===== src/rtl/uart_rxv_pkg.sv =====
package uart_rxv_pkg;

   localparam int DATA_W   = 8;
   localparam int VOTE_WIN = 7;
   localparam int HIST_W   = VOTE_WIN - 1;
   localparam int STAT_W   = 5;

   localparam int ST_NE  = 0;
   localparam int ST_OVR = 1;
   localparam int ST_PE  = 2;
   localparam int ST_FE  = 3;
   localparam int ST_BRK = 4;

   typedef enum logic [2:0] {
      S_IDLE,
      S_START,
      S_DATA,
      S_PAR,
      S_STOP
   } rx_state_e;

   // win[0] is the newest sample; mode k uses the 2k+1 newest samples
   function automatic logic majority(input logic [VOTE_WIN-1:0] win,
                                     input logic [1:0]          mode);
      int ones;
      int span;
      ones = 0;
      span = 2 * int'(mode) + 1;
      for (int j = 0; j < VOTE_WIN; j++) begin
         if (j < span && win[j]) ones++;
      end
      return ones > int'(mode);
   endfunction

endpackage


===== src/rtl/uart_rxv_sampler.sv =====
module uart_rxv_sampler
   import uart_rxv_pkg::*;
#(
   parameter int SYNC_STAGES = 2
) (
   input  logic       clk,
   input  logic       rst,
   input  logic       tick,
   input  logic       rxd,
   input  logic [1:0] cfg_vote,
   output logic       smp_now,
   output logic       smp_prev,
   output logic       smp_vote
);

   logic              rxd_s;
   logic [HIST_W-1:0] hist;
   logic [VOTE_WIN-1:0] window;

   generate
      if (SYNC_STAGES < 0 || SYNC_STAGES > 4) begin : g_bad_sync
         $error("SYNC_STAGES must lie in 0..4");
      end
      if (SYNC_STAGES == 0) begin : g_nosync
         assign rxd_s = rxd;
      end else begin : g_sync
         logic [SYNC_STAGES-1:0] q;
         always_ff @(posedge clk or posedge rst) begin
            if (rst) begin
               q <= '1;
            end else begin
               q[0] <= rxd;
               for (int i = 1; i < SYNC_STAGES; i++) q[i] <= q[i-1];
            end
         end
         assign rxd_s = q[SYNC_STAGES-1];
      end
   endgenerate

   always_ff @(posedge clk or posedge rst) begin
      if (rst)       hist <= '1;
      else if (tick) hist <= {hist[HIST_W-2:0], rxd_s};
   end

   assign window   = {hist, rxd_s};
   assign smp_now  = rxd_s;
   assign smp_prev = hist[0];
   assign smp_vote = majority(window, cfg_vote);

   // a window of all-low samples can never vote high
   p_quiet_low_r7: assert property (@(posedge clk) disable iff (rst)
      (tick && window == '0) |-> !smp_vote);

endmodule


===== src/rtl/uart_rxv_framer.sv =====
module uart_rxv_framer
   import uart_rxv_pkg::*;
#(
   parameter int OVERSAMPLE = 16
) (
   input  logic              clk,
   input  logic              rst,
   input  logic              tick,
   input  logic              smp_now,
   input  logic              smp_prev,
   input  logic              smp_vote,
   input  logic [1:0]        cfg_vote,
   input  logic [1:0]        cfg_wlen,
   input  logic              cfg_par_en,
   input  logic              cfg_par_even,
   output logic              frame_done,
   output logic [DATA_W-1:0] frame_data,
   output logic              frame_pe,
   output logic              frame_fe,
   output logic              frame_brk
);

   localparam int            IW   = $clog2(OVERSAMPLE);
   localparam logic [IW-1:0] MID  = IW'(OVERSAMPLE / 2);
   localparam logic [IW-1:0] LAST = IW'(OVERSAMPLE - 1);

   generate
      if (OVERSAMPLE < 8) begin : g_bad_os
         $error("OVERSAMPLE must be at least 8 to fit a 7-sample window");
      end
   endgenerate

   rx_state_e         state;
   logic [IW-1:0]     idx;
   logic [IW-1:0]     dec_idx;
   logic [2:0]        bitn;
   logic [2:0]        last_bit;
   logic [DATA_W-1:0] shreg;
   logic              pbit;
   logic              brk_now;

   // window end moves later by k so the window stays centred on MID
   assign dec_idx  = MID + {{(IW-2){1'b0}}, cfg_vote};
   assign last_bit = {1'b0, cfg_wlen} + 3'd4;
   assign brk_now  = !smp_vote && (shreg == '0) && !(cfg_par_en && pbit);

   always_ff @(posedge clk or posedge rst) begin
      if (rst) begin
         state      <= S_IDLE;
         idx        <= '0;
         bitn       <= '0;
         shreg      <= '0;
         pbit       <= 1'b0;
         frame_done <= 1'b0;
         frame_data <= '0;
         frame_pe   <= 1'b0;
         frame_fe   <= 1'b0;
         frame_brk  <= 1'b0;
      end else begin
         frame_done <= 1'b0;
         if (tick) begin
            if (state == S_IDLE) begin
               if (smp_prev && !smp_now) begin
                  state <= S_START;
                  idx   <= IW'(1);
               end
            end else begin
               idx <= (idx == LAST) ? '0 : idx + IW'(1);
               if (idx == dec_idx) begin
                  unique case (state)
                     S_START: begin
                        if (smp_vote) begin
                           state <= S_IDLE;
                        end else begin
                           state <= S_DATA;
                           bitn  <= '0;
                           shreg <= '0;
                           pbit  <= 1'b0;
                        end
                     end
                     S_DATA: begin
                        shreg[bitn] <= smp_vote;
                        if (bitn == last_bit) state <= cfg_par_en ? S_PAR : S_STOP;
                        else                  bitn  <= bitn + 3'd1;
                     end
                     S_PAR: begin
                        pbit  <= smp_vote;
                        state <= S_STOP;
                     end
                     S_STOP: begin
                        frame_done <= 1'b1;
                        frame_data <= shreg;
                        frame_fe   <= ~smp_vote;
                        frame_brk  <= brk_now;
                        frame_pe   <= cfg_par_en & ~brk_now & (^shreg ^ pbit ^ ~cfg_par_even);
                        state      <= S_IDLE;
                     end
                     default: state <= S_IDLE;
                  endcase
               end
            end
         end
      end
   end

   // a finished character always leaves the receiver idle
   p_done_idle_r2: assert property (@(posedge clk) disable iff (rst)
      frame_done |-> state == S_IDLE);

   // bits above the selected word length are zero
   p_upper_clear_r3: assert property (@(posedge clk) disable iff (rst)
      frame_done |-> (frame_data >> ({2'b00, cfg_wlen} + 4'd5)) == '0);

   // a break carries zero data, a frame error and no parity error
   p_break_shape_r6: assert property (@(posedge clk) disable iff (rst)
      (frame_done && frame_brk) |-> (frame_fe && !frame_pe && frame_data == '0));

endmodule


===== src/rtl/uart_rxv_status.sv =====
module uart_rxv_status
   import uart_rxv_pkg::*;
(
   input  logic              clk,
   input  logic              rst,
   input  logic              frame_done,
   input  logic              fifo_full,
   input  logic              status_rd,
   input  logic              head_valid,
   input  logic              head_pe,
   input  logic              head_fe,
   input  logic              head_brk,
   output logic [STAT_W-1:0] status
);

   logic ovr;

   always_ff @(posedge clk or posedge rst) begin
      if (rst)                          ovr <= 1'b0;
      else if (frame_done && fifo_full) ovr <= 1'b1;
      else if (status_rd)               ovr <= 1'b0;
   end

   always_comb begin
      status         = '0;
      status[ST_NE]  = head_valid;
      status[ST_OVR] = ovr;
      status[ST_PE]  = head_valid & head_pe;
      status[ST_FE]  = head_valid & head_fe;
      status[ST_BRK] = head_valid & head_brk;
   end

   // a character lost to a full FIFO raises overrun
   p_overrun_set_r9: assert property (@(posedge clk) disable iff (rst)
      (frame_done && fifo_full) |=> status[ST_OVR]);

   // overrun holds until a read
   p_overrun_hold_r9: assert property (@(posedge clk) disable iff (rst)
      (status[ST_OVR] && !status_rd) |=> status[ST_OVR]);

   // a read with no new loss clears overrun
   p_overrun_clear_r9: assert property (@(posedge clk) disable iff (rst)
      (status_rd && !(frame_done && fifo_full)) |=> !status[ST_OVR]);

   // head flags are hidden while the FIFO is empty
   p_flags_need_head_r10: assert property (@(posedge clk) disable iff (rst)
      !head_valid |-> status[ST_BRK:ST_PE] == '0);

endmodule


===== src/rtl/uart_rxv.sv =====
module uart_rxv
   import uart_rxv_pkg::*;
#(
   parameter int OVERSAMPLE  = 16,
   parameter int SYNC_STAGES = 2
) (
   input  logic              clk,
   input  logic              rst,
   input  logic              tick,
   input  logic              rxd,
   input  logic [1:0]        cfg_vote,
   input  logic [1:0]        cfg_wlen,
   input  logic              cfg_par_en,
   input  logic              cfg_par_even,
   input  logic              fifo_full,
   input  logic              head_valid,
   input  logic              head_pe,
   input  logic              head_fe,
   input  logic              head_brk,
   input  logic              status_rd,
   output logic              push_valid,
   output logic [DATA_W-1:0] push_data,
   output logic              push_pe,
   output logic              push_fe,
   output logic              push_brk,
   output logic [STAT_W-1:0] status
);

   logic smp_now;
   logic smp_prev;
   logic smp_vote;
   logic fr_done;

   uart_rxv_sampler #(.SYNC_STAGES(SYNC_STAGES)) u_sampler (
      .clk      (clk),
      .rst      (rst),
      .tick     (tick),
      .rxd      (rxd),
      .cfg_vote (cfg_vote),
      .smp_now  (smp_now),
      .smp_prev (smp_prev),
      .smp_vote (smp_vote)
   );

   uart_rxv_framer #(.OVERSAMPLE(OVERSAMPLE)) u_framer (
      .clk          (clk),
      .rst          (rst),
      .tick         (tick),
      .smp_now      (smp_now),
      .smp_prev     (smp_prev),
      .smp_vote     (smp_vote),
      .cfg_vote     (cfg_vote),
      .cfg_wlen     (cfg_wlen),
      .cfg_par_en   (cfg_par_en),
      .cfg_par_even (cfg_par_even),
      .frame_done   (fr_done),
      .frame_data   (push_data),
      .frame_pe     (push_pe),
      .frame_fe     (push_fe),
      .frame_brk    (push_brk)
   );

   uart_rxv_status u_status (
      .clk        (clk),
      .rst        (rst),
      .frame_done (fr_done),
      .fifo_full  (fifo_full),
      .status_rd  (status_rd),
      .head_valid (head_valid),
      .head_pe    (head_pe),
      .head_fe    (head_fe),
      .head_brk   (head_brk),
      .status     (status)
   );

   assign push_valid = fr_done & ~fifo_full;

endmodule


===== config.mk =====
export PLATFORM = sky130hd
export DESIGN_NAME = uart_rxv
export DESIGN_NICKNAME = d
export VERILOG_FILES = /design/src/rtl/uart_rxv_pkg.sv /design/src/rtl/uart_rxv_sampler.sv /design/src/rtl/uart_rxv_framer.sv /design/src/rtl/uart_rxv_status.sv /design/src/rtl/uart_rxv.sv
export SDC_FILE = /design/constraint.sdc
export NUM_CORES = 1
export LEC_CHECK = 0
export ABC_AREA = 1
export BUFFER_PORTS_ARGS = -buffer_cell sky130_fd_sc_hd__buf_4
export CORE_ASPECT_RATIO = 0.5
export CORE_MARGIN = 2
export CORE_UTILIZATION = 35
export DETAILED_ROUTE_END_ITERATION = 12
export GPL_ROUTABILITY_DRIVEN = 1
export PLACE_DENSITY = 0.5
export SYNTH_ARGS = -nofsm -noshare
export SYNTH_HDL_FRONTEND = slang
export SYNTH_SLANG_ARGS = --single-unit
export TNS_END_PERCENT = 30

===== constraint.sdc =====
create_clock -name clk -period 6.8 [get_ports clk]
set_input_delay 1.36 -clock clk [delete_from_list [all_inputs] [get_ports clk]]
set_output_delay 1.36 -clock clk [all_outputs]
set_load 0.005 [all_outputs]

# Word-level counts from Yosys, hierarchy flattened

Cells that the tools add are included.
W data, S select, Z words.

Register bits after elaboration: 40
Input port bits: 16
Output and inout bits: 17
Logic and storage cells: 120

Add/subtract/negate cells: 11
Order comparisons: 10
Equality and inequality tests: 11
Mux-type cells: 33
Bitwise operators: 13
Reduce and logical (&&, ||, !) cells: 29

Operators by type and width:

| cell                    | number |
|---|---|
| $mux W32                | 6 |
| $add A32 B2 Y32 const B | 5 |
| $lt A4 B32 Y1 const A   | 3 |
| $lt A3 B32 Y1 const A   | 2 |
| $gt A32 B3 Y1           | 1 |
| $lt A1 B32 Y1 const A   | 1 |
| $lt A2 B32 Y1 const A   | 1 |
| $mux W3                 | 7 |
| $pmux W8 S2             | 1 |
| $logic_and A1 B1 Y1     | 13 |
| $mux W4                 | 3 |
| $reduce_and A5 Y1       | 2 |
| $mux W1                 | 9 |
| $pmux W3 S3             | 1 |
| $bwmux W8               | 1 |
| $logic_not A8 Y1        | 1 |
| $mux W8                 | 1 |
| $reduce_and A4 Y1       | 2 |
| $reduce_bool A2 Y1      | 4 |
| $reduce_xor A8 Y1       | 1 |
| $and A1 B1 Y1           | 6 |
| $eq A3 B2 Y1 const B    | 2 |
| $ne A2 B2 Y1 const B    | 3 |
| $pmux W3 S2             | 1 |
| other kinds (23)        | 30 |

# Longest topological paths before layout

Depth in word-level cells: 23
Depth in mapped cells: 32
Depth with buffers taken out: 32

# Cells and area by module

From an unflattened synthesis, not the netlist that was laid out.

Cell total of the unflattened synthesis: 381
Area, all modules: 2751.4 µm²

By module, submodules not included:

| module           | times used | cells an instance | area each (µm²) | sequential area each (µm²) |
|---|---|---|---|---|
| uart_rxv_framer  | 1          | 248               | 1876.8          | 775.7 |
| uart_rxv_sampler | 1          | 117               | 783.3           | 210.2 |
| uart_rxv_status  | 1          | 14                | 81.3            | 25.0 |
| uart_rxv         | 1          | 2                 | 10.0            | 0.0 |

# Worst setup path before layout

Ideal clock, no wire load.

Path type: input port to flip-flop
From: input port cfg_vote[0]
To: register u_framer.bitn[0]
Setup time: 118 ps
Arrival time: 5267 ps
Required time: 6682 ps
Slack: 1415 ps
Cell stages on the path: 30
Buffers on the path: 0
Path through: inv_1 > nand2_4 > nand2_1 > ha_1 > inv_1 > nand3_2 > nand2_1 > ha_1 > nand2_1 > nand2_1 > ha_1 > or2_2 > nand2_1 > inv_1 > ha_1 > nand2_1 > nand2_1 > ha_1 > mux2_2 > ha_1 > a21oi_1 > a21oi_1 > nor2_1 > nand2_2 > nor2_4 > nand3_4 > nand2_4 > nand2_4 > nand2_1 > o21ai_2

Word-level cells in the longest chain between the ends: 19
Elaborated cells between the ends (all ways): 33
Classes of those cells: add/sub: 8; order compare: 8; eq/ne: 2; mux: 7; reduce/logical: 8

Ends and longest elaborated chain:

| element                              | line                  | source |
|---|---|---|
| start: declaration                   | uart_rxv.sv:11        | `input logic [1:0] cfg_vote,` |
| $add A3 B1 Y4                        | uart_rxv_pkg.sv:28    | `span = 2 * int'(mode) + 1;` |
| $lt A1 B32 Y1                        | uart_rxv_pkg.sv:30    | `if (j < span && win[j]) ones++;` |
| $logic_and A1 B1 Y1                  | uart_rxv_pkg.sv:30    |  |
| $mux W1                              | uart_rxv_pkg.sv:30    |  |
| $add A1 B1 Y2                        | uart_rxv_pkg.sv:30    |  |
| $mux W32                             | uart_rxv_pkg.sv:30    |  |
| $add A32 B2 Y32                      | uart_rxv_pkg.sv:30    |  |
| $mux W32                             | uart_rxv_pkg.sv:30    |  |
| [... 3 more ...]                     | -                     |  |
| $mux W32                             | uart_rxv_pkg.sv:30    |  |
| $add A32 B2 Y32                      | uart_rxv_pkg.sv:30    |  |
| $mux W32                             | uart_rxv_pkg.sv:30    |  |
| $add A32 B2 Y32                      | uart_rxv_pkg.sv:30    |  |
| $mux W32                             | uart_rxv_pkg.sv:30    |  |
| $gt A32 B3 Y1                        | uart_rxv_pkg.sv:32    | `return ones > int'(mode);` |
| $ne A2 B2 Y1 (no source line)        | -                     |  |
| $reduce_and A6 Y1 (no source line) * | -                     |  |
| end signal: assignment               | uart_rxv_framer.sv:84 | `else bitn <= bitn + 3'd1;` |
| end: declaration                     | uart_rxv_framer.sv:36 | `logic [2:0] bitn;` |

Mark *: on every way between the ends. The rest lies on a longest branch, timed or not.
A chain may end at the register's enable or synchronous reset.

# Worst setup path after layout

From: input port cfg_vote[0]
To: register u_framer.shreg[1]

Word-level cells in the longest chain between the ends: 19
Elaborated cells between the ends (all ways): 35
Classes of those cells: add/sub: 8; order compare: 8; eq/ne: 2; mux: 9; reduce/logical: 8

Ends and longest elaborated chain:

| element                                                           | line                  | source |
|---|---|---|
| $add A3 B1 Y4                                                     | uart_rxv_pkg.sv:28    |  |
| $lt A1 B32 Y1                                                     | uart_rxv_pkg.sv:30    |  |
| $logic_and A1 B1 Y1                                               | uart_rxv_pkg.sv:30    |  |
| $mux W1                                                           | uart_rxv_pkg.sv:30    |  |
| $add A1 B1 Y2                                                     | uart_rxv_pkg.sv:30    |  |
| $mux W32                                                          | uart_rxv_pkg.sv:30    |  |
| $add A32 B2 Y32                                                   | uart_rxv_pkg.sv:30    |  |
| $mux W32                                                          | uart_rxv_pkg.sv:30    |  |
| [... 3 more ...]                                                  | -                     |  |
| $mux W32                                                          | uart_rxv_pkg.sv:30    |  |
| $add A32 B2 Y32                                                   | uart_rxv_pkg.sv:30    |  |
| $mux W32                                                          | uart_rxv_pkg.sv:30    |  |
| $add A32 B2 Y32                                                   | uart_rxv_pkg.sv:30    |  |
| $mux W32                                                          | uart_rxv_pkg.sv:30    |  |
| $gt A32 B3 Y1                                                     | uart_rxv_pkg.sv:32    |  |
| $ne A2 B2 Y1 (no source line) or $bwmux W8 (tied branches)        | -                     |  |
| $reduce_and A5 Y1 (no source line) or $pmux W8 S2 (tied branches) | -                     |  |
| end signal: indexed assignment                                    | uart_rxv_framer.sv:82 | `shreg[bitn] <= smp_vote;` |
| end: declaration                                                  | uart_rxv_framer.sv:38 | `logic [DATA_W-1:0] shreg;` |

Several ways; a longest one is shown, not always the timed one.

==> flow_metrics.env <==
export IMPL_cts_tree="built"
export IMPL_cp_required_ps=6970
export IMPL_cts_root_buf="clkbuf_16"
export IMPL_numCtsBuffers=5
export IMPL_netlist_instances=348
export IMPL_finalWirelength_um=5370
export IMPL_worstPathMaxFanout=8
export IMPL_grt_ovfl_total=0
export IMPL_fp_dieH_um=65.3
export IMPL_dp_cells=468
export IMPL_slew_violations=0
export IMPL_rows=22
export IMPL_tightestPinTransition_ps=1020
export IMPL_fin_crit_ps=5640
export IMPL_ys_seq_area_frac=0.384
export IMPL_cts_clk_slew_worst_paths_ps=60
export IMPL_status="finished, final reports clean"
export IMPL_register_area_um2=1010
export IMPL_cts_post_setup_buffers_inserted=0
export IMPL_power_density_nw_per_um2=283
export IMPL_synthTopCellsByArea="dfrtp_1 (30%), nand2_1 (13%), dfstp_2 (8.0%), inv_1 (7.4%), nand3_1 (6.8%)"
export IMPL_cp_common_cell="nand2_1"
export IMPL_synth_largest_area_cell="dfrtp_1"
export IMPL_insertion_delay_ps=280
export IMPL_ys_ff_latch=40
export IMPL_vdd_ir_drop_max_v=0.000117
export IMPL_htreeDepth=2
export IMPL_yosys_top_cells_count="nand2_1 (93), inv_1 (52), nand3_1 (36), dfrtp_1 (32), o21ai_0 (19)"
export IMPL_grt_max_degree=41
export IMPL_syn_area_per_cell_um2=7.56
export IMPL_synth_nets=378
export IMPL_finalClockSkew_ps=4.44
export IMPL_place_area_um2=2960
export IMPL_cts_resized=0
export IMPL_post_drt_wl_per_cell_um=11.3
export IMPL_hpwlAfterDp_um=4180
export IMPL_grt_pass1_wl_um=9360
export IMPL_chipWidth_um=127
export IMPL_final_antenna_net_count=0
export IMPL_ctsHoldBuffers=0
export IMPL_initial_core_util=0.361
export IMPL_final_area_um2=3150
export IMPL_multi_input_area_um2=1370
export IMPL_worstPathArrival_ps=5810
export IMPL_dr_pass1_iters=4
export IMPL_fin_crit_sh=0.829
export IMPL_fillers=734
export IMPL_drc=0
export IMPL_gp_congestion=0.834
export IMPL_core_area_um2=7290
export IMPL_dr_total_vias=2221
export IMPL_insertedDiodeCount=0
export IMPL_nNetsFinal=409
export IMPL_instances_no_fill=476
export IMPL_area_growth_syn_to_layout_pct=19.5
export IMPL_fp_dieArea_um2=8270
export IMPL_gr_usage_all_layers=0.140
export IMPL_drv_cap=0
export IMPL_netlist_area_um2=2630
export IMPL_setup_viol_count_final=0
export IMPL_antenna_found_initial=0
export IMPL_async_flop_share=1.00
export IMPL_slowest_delay_ps=340
export IMPL_critPathKind="input port to register"
export IMPL_final_layout_size_suffix_gt1_frac=0.203
export IMPL_hold_violations=0
export IMPL_relSlewSlack=0.318
export IMPL_end_kind="register"
export IMPL_synth_top_flop_cell="dfrtp_1"
export IMPL_io_pins=33
export IMPL_start_kind="input port"
export IMPL_leakagePower_uw=0.00161
export IMPL_drtIter0Drc=105
export IMPL_whs_ps=359
export IMPL_portBuffers=32
export IMPL_grt_pass1_vias=2141
export IMPL_final_setup_tns_ps=0
export IMPL_worstHoldPathType="register to register"
export IMPL_synth_edf_count=0
export IMPL_rsz0062_at_grt="no"
export IMPL_vias_per_cell=4.67
export IMPL_fmax_mhz=177
export IMPL_cp_slowest_cell="ha_1"
export IMPL_synth_cell_type_count=37
export IMPL_synth_warnings=0
export IMPL_yosys_area_top_type_share=0.304
export IMPL_clkSinkCount=40
export IMPL_synth_most_common_cell="nand2_1"
export IMPL_cts_max_path_buffers=2
==> state kept, by name (all words and copies together) (netlist names), 2 cells and up <==
| signal | cells |
|---|---|
| u_framer.bitn | 3 |
| u_framer.frame_data | 8 |
| u_sampler.hist | 6 |
| u_sampler.g_sync.q | 2 |
| u_framer.shreg | 8 |
| u_framer.state | 3 |
| u_framer.idx | 4 |
==> worst paths after layout <==
kind                                                 start                         endpoint  slack (ps)  depth (start not counted)
max                                            cfg_vote[0]    u_framer.shreg[1]$_DFFE_PP0P_        1160                         31
min                        u_sampler.g_sync.q[0]$_DFF_PP1_  u_sampler.g_sync.q[1]$_DFF_PP1_         360                          0
max reg2reg                u_sampler.g_sync.q[1]$_DFF_PP1_    u_framer.shreg[1]$_DFFE_PP0P_        1980                         28
min reg2reg                u_sampler.g_sync.q[0]$_DFF_PP1_  u_sampler.g_sync.q[1]$_DFF_PP1_         360                          0
max in group asynchronous                              rst    u_framer.shreg[1]$_DFFE_PP0P_        5210                          3
min in group asynchronous                              rst         u_status.ovr$_DFFE_PP0P_        1210                          3
==> cells by family after synthesis <==
group | Yosys count | synth area share
AO/OA/AOI/OAI | 38 | 0.0823
adder cells (fa/ha/maj) | 14 | 0.0666
multiplexers | 1 | 0.00428
flip-flops | 40 | 0.384
XOR/XNOR | 9 | 0.0300
buffers and inverters | 64 | 0.0946
AND/OR/NAND/NOR | 182 | 0.338
==> cell usage in the layout, fill, tap and decap left out, types with 7 or more instances in the layout <==
| master | netlist | routed |
|---|---|---|
| nand3_1 | 36 | 36 |
| nor2_1 | 14 | 14 |
| or2_0 | 8 | 8 |
| inv_1 | 52 | 52 |
| dfstp_2 | 8 | 8 |
| nand2_2 | 8 | 8 |
| ha_1 | 14 | 14 |
| nand2_1 | 93 | 93 |
| buf_4 | 2 | 33 |
| a21oi_1 | 7 | 7 |
| dfrtp_1 | 32 | 32 |
| o21ai_0 | 19 | 19 |
==> layout make-up <==
cell class,count,share of cell area
Tap cell,96,0.0382
Multi-Input combinational cell,244,0.436
Sequential cell,40,0.321
Clock buffer,6,0.0410
Timing Repair Buffer,33,0.0788
Clock inverter,2,0.0191
Inverter,55,0.0656
==> critical path, delay by kind of cell <==
kind | cells | cell delay (ps)
fa+ha+maj | 6 | 1750
buf+inv | 4 | 330
simple gates | 18 | 1900
compound gates | 2 | 210
mux | 1 | 270
==> metal layers <==
metal / GRT usage / vias to the layer above / share of wire
li1: - / 1164 / -
met1: 0.177 / 1018 / 0.49
met2: 0.243 / 31 / 0.47
met3: 0.0269 / 8 / 0.030
met4: 0.0495 / 0 / 0.013
met5: 0 / - / 0
==> through the flow <==
step | setup WS (ps) | util | power (µW)
2_1_floorplan | 1420 | - | 522
3_3_place_gp | 993 | 0.405 | 589
3_5_place_dp | 889 | 0.405 | 594
4_1_cts | 1160 | 0.431 | 901
5_1_grt | 873 | 0.431 | 955
6_report | 1160 | 0.431 | 890
==> report_power, final <==
group | switching, µW | internal (µW)
sequential | 29.7 | 275
clock | 90.3 | 210
combinational | 180 | 105
total | 300 | 590
Note: power is estimated with default switching activity, not from simulation.
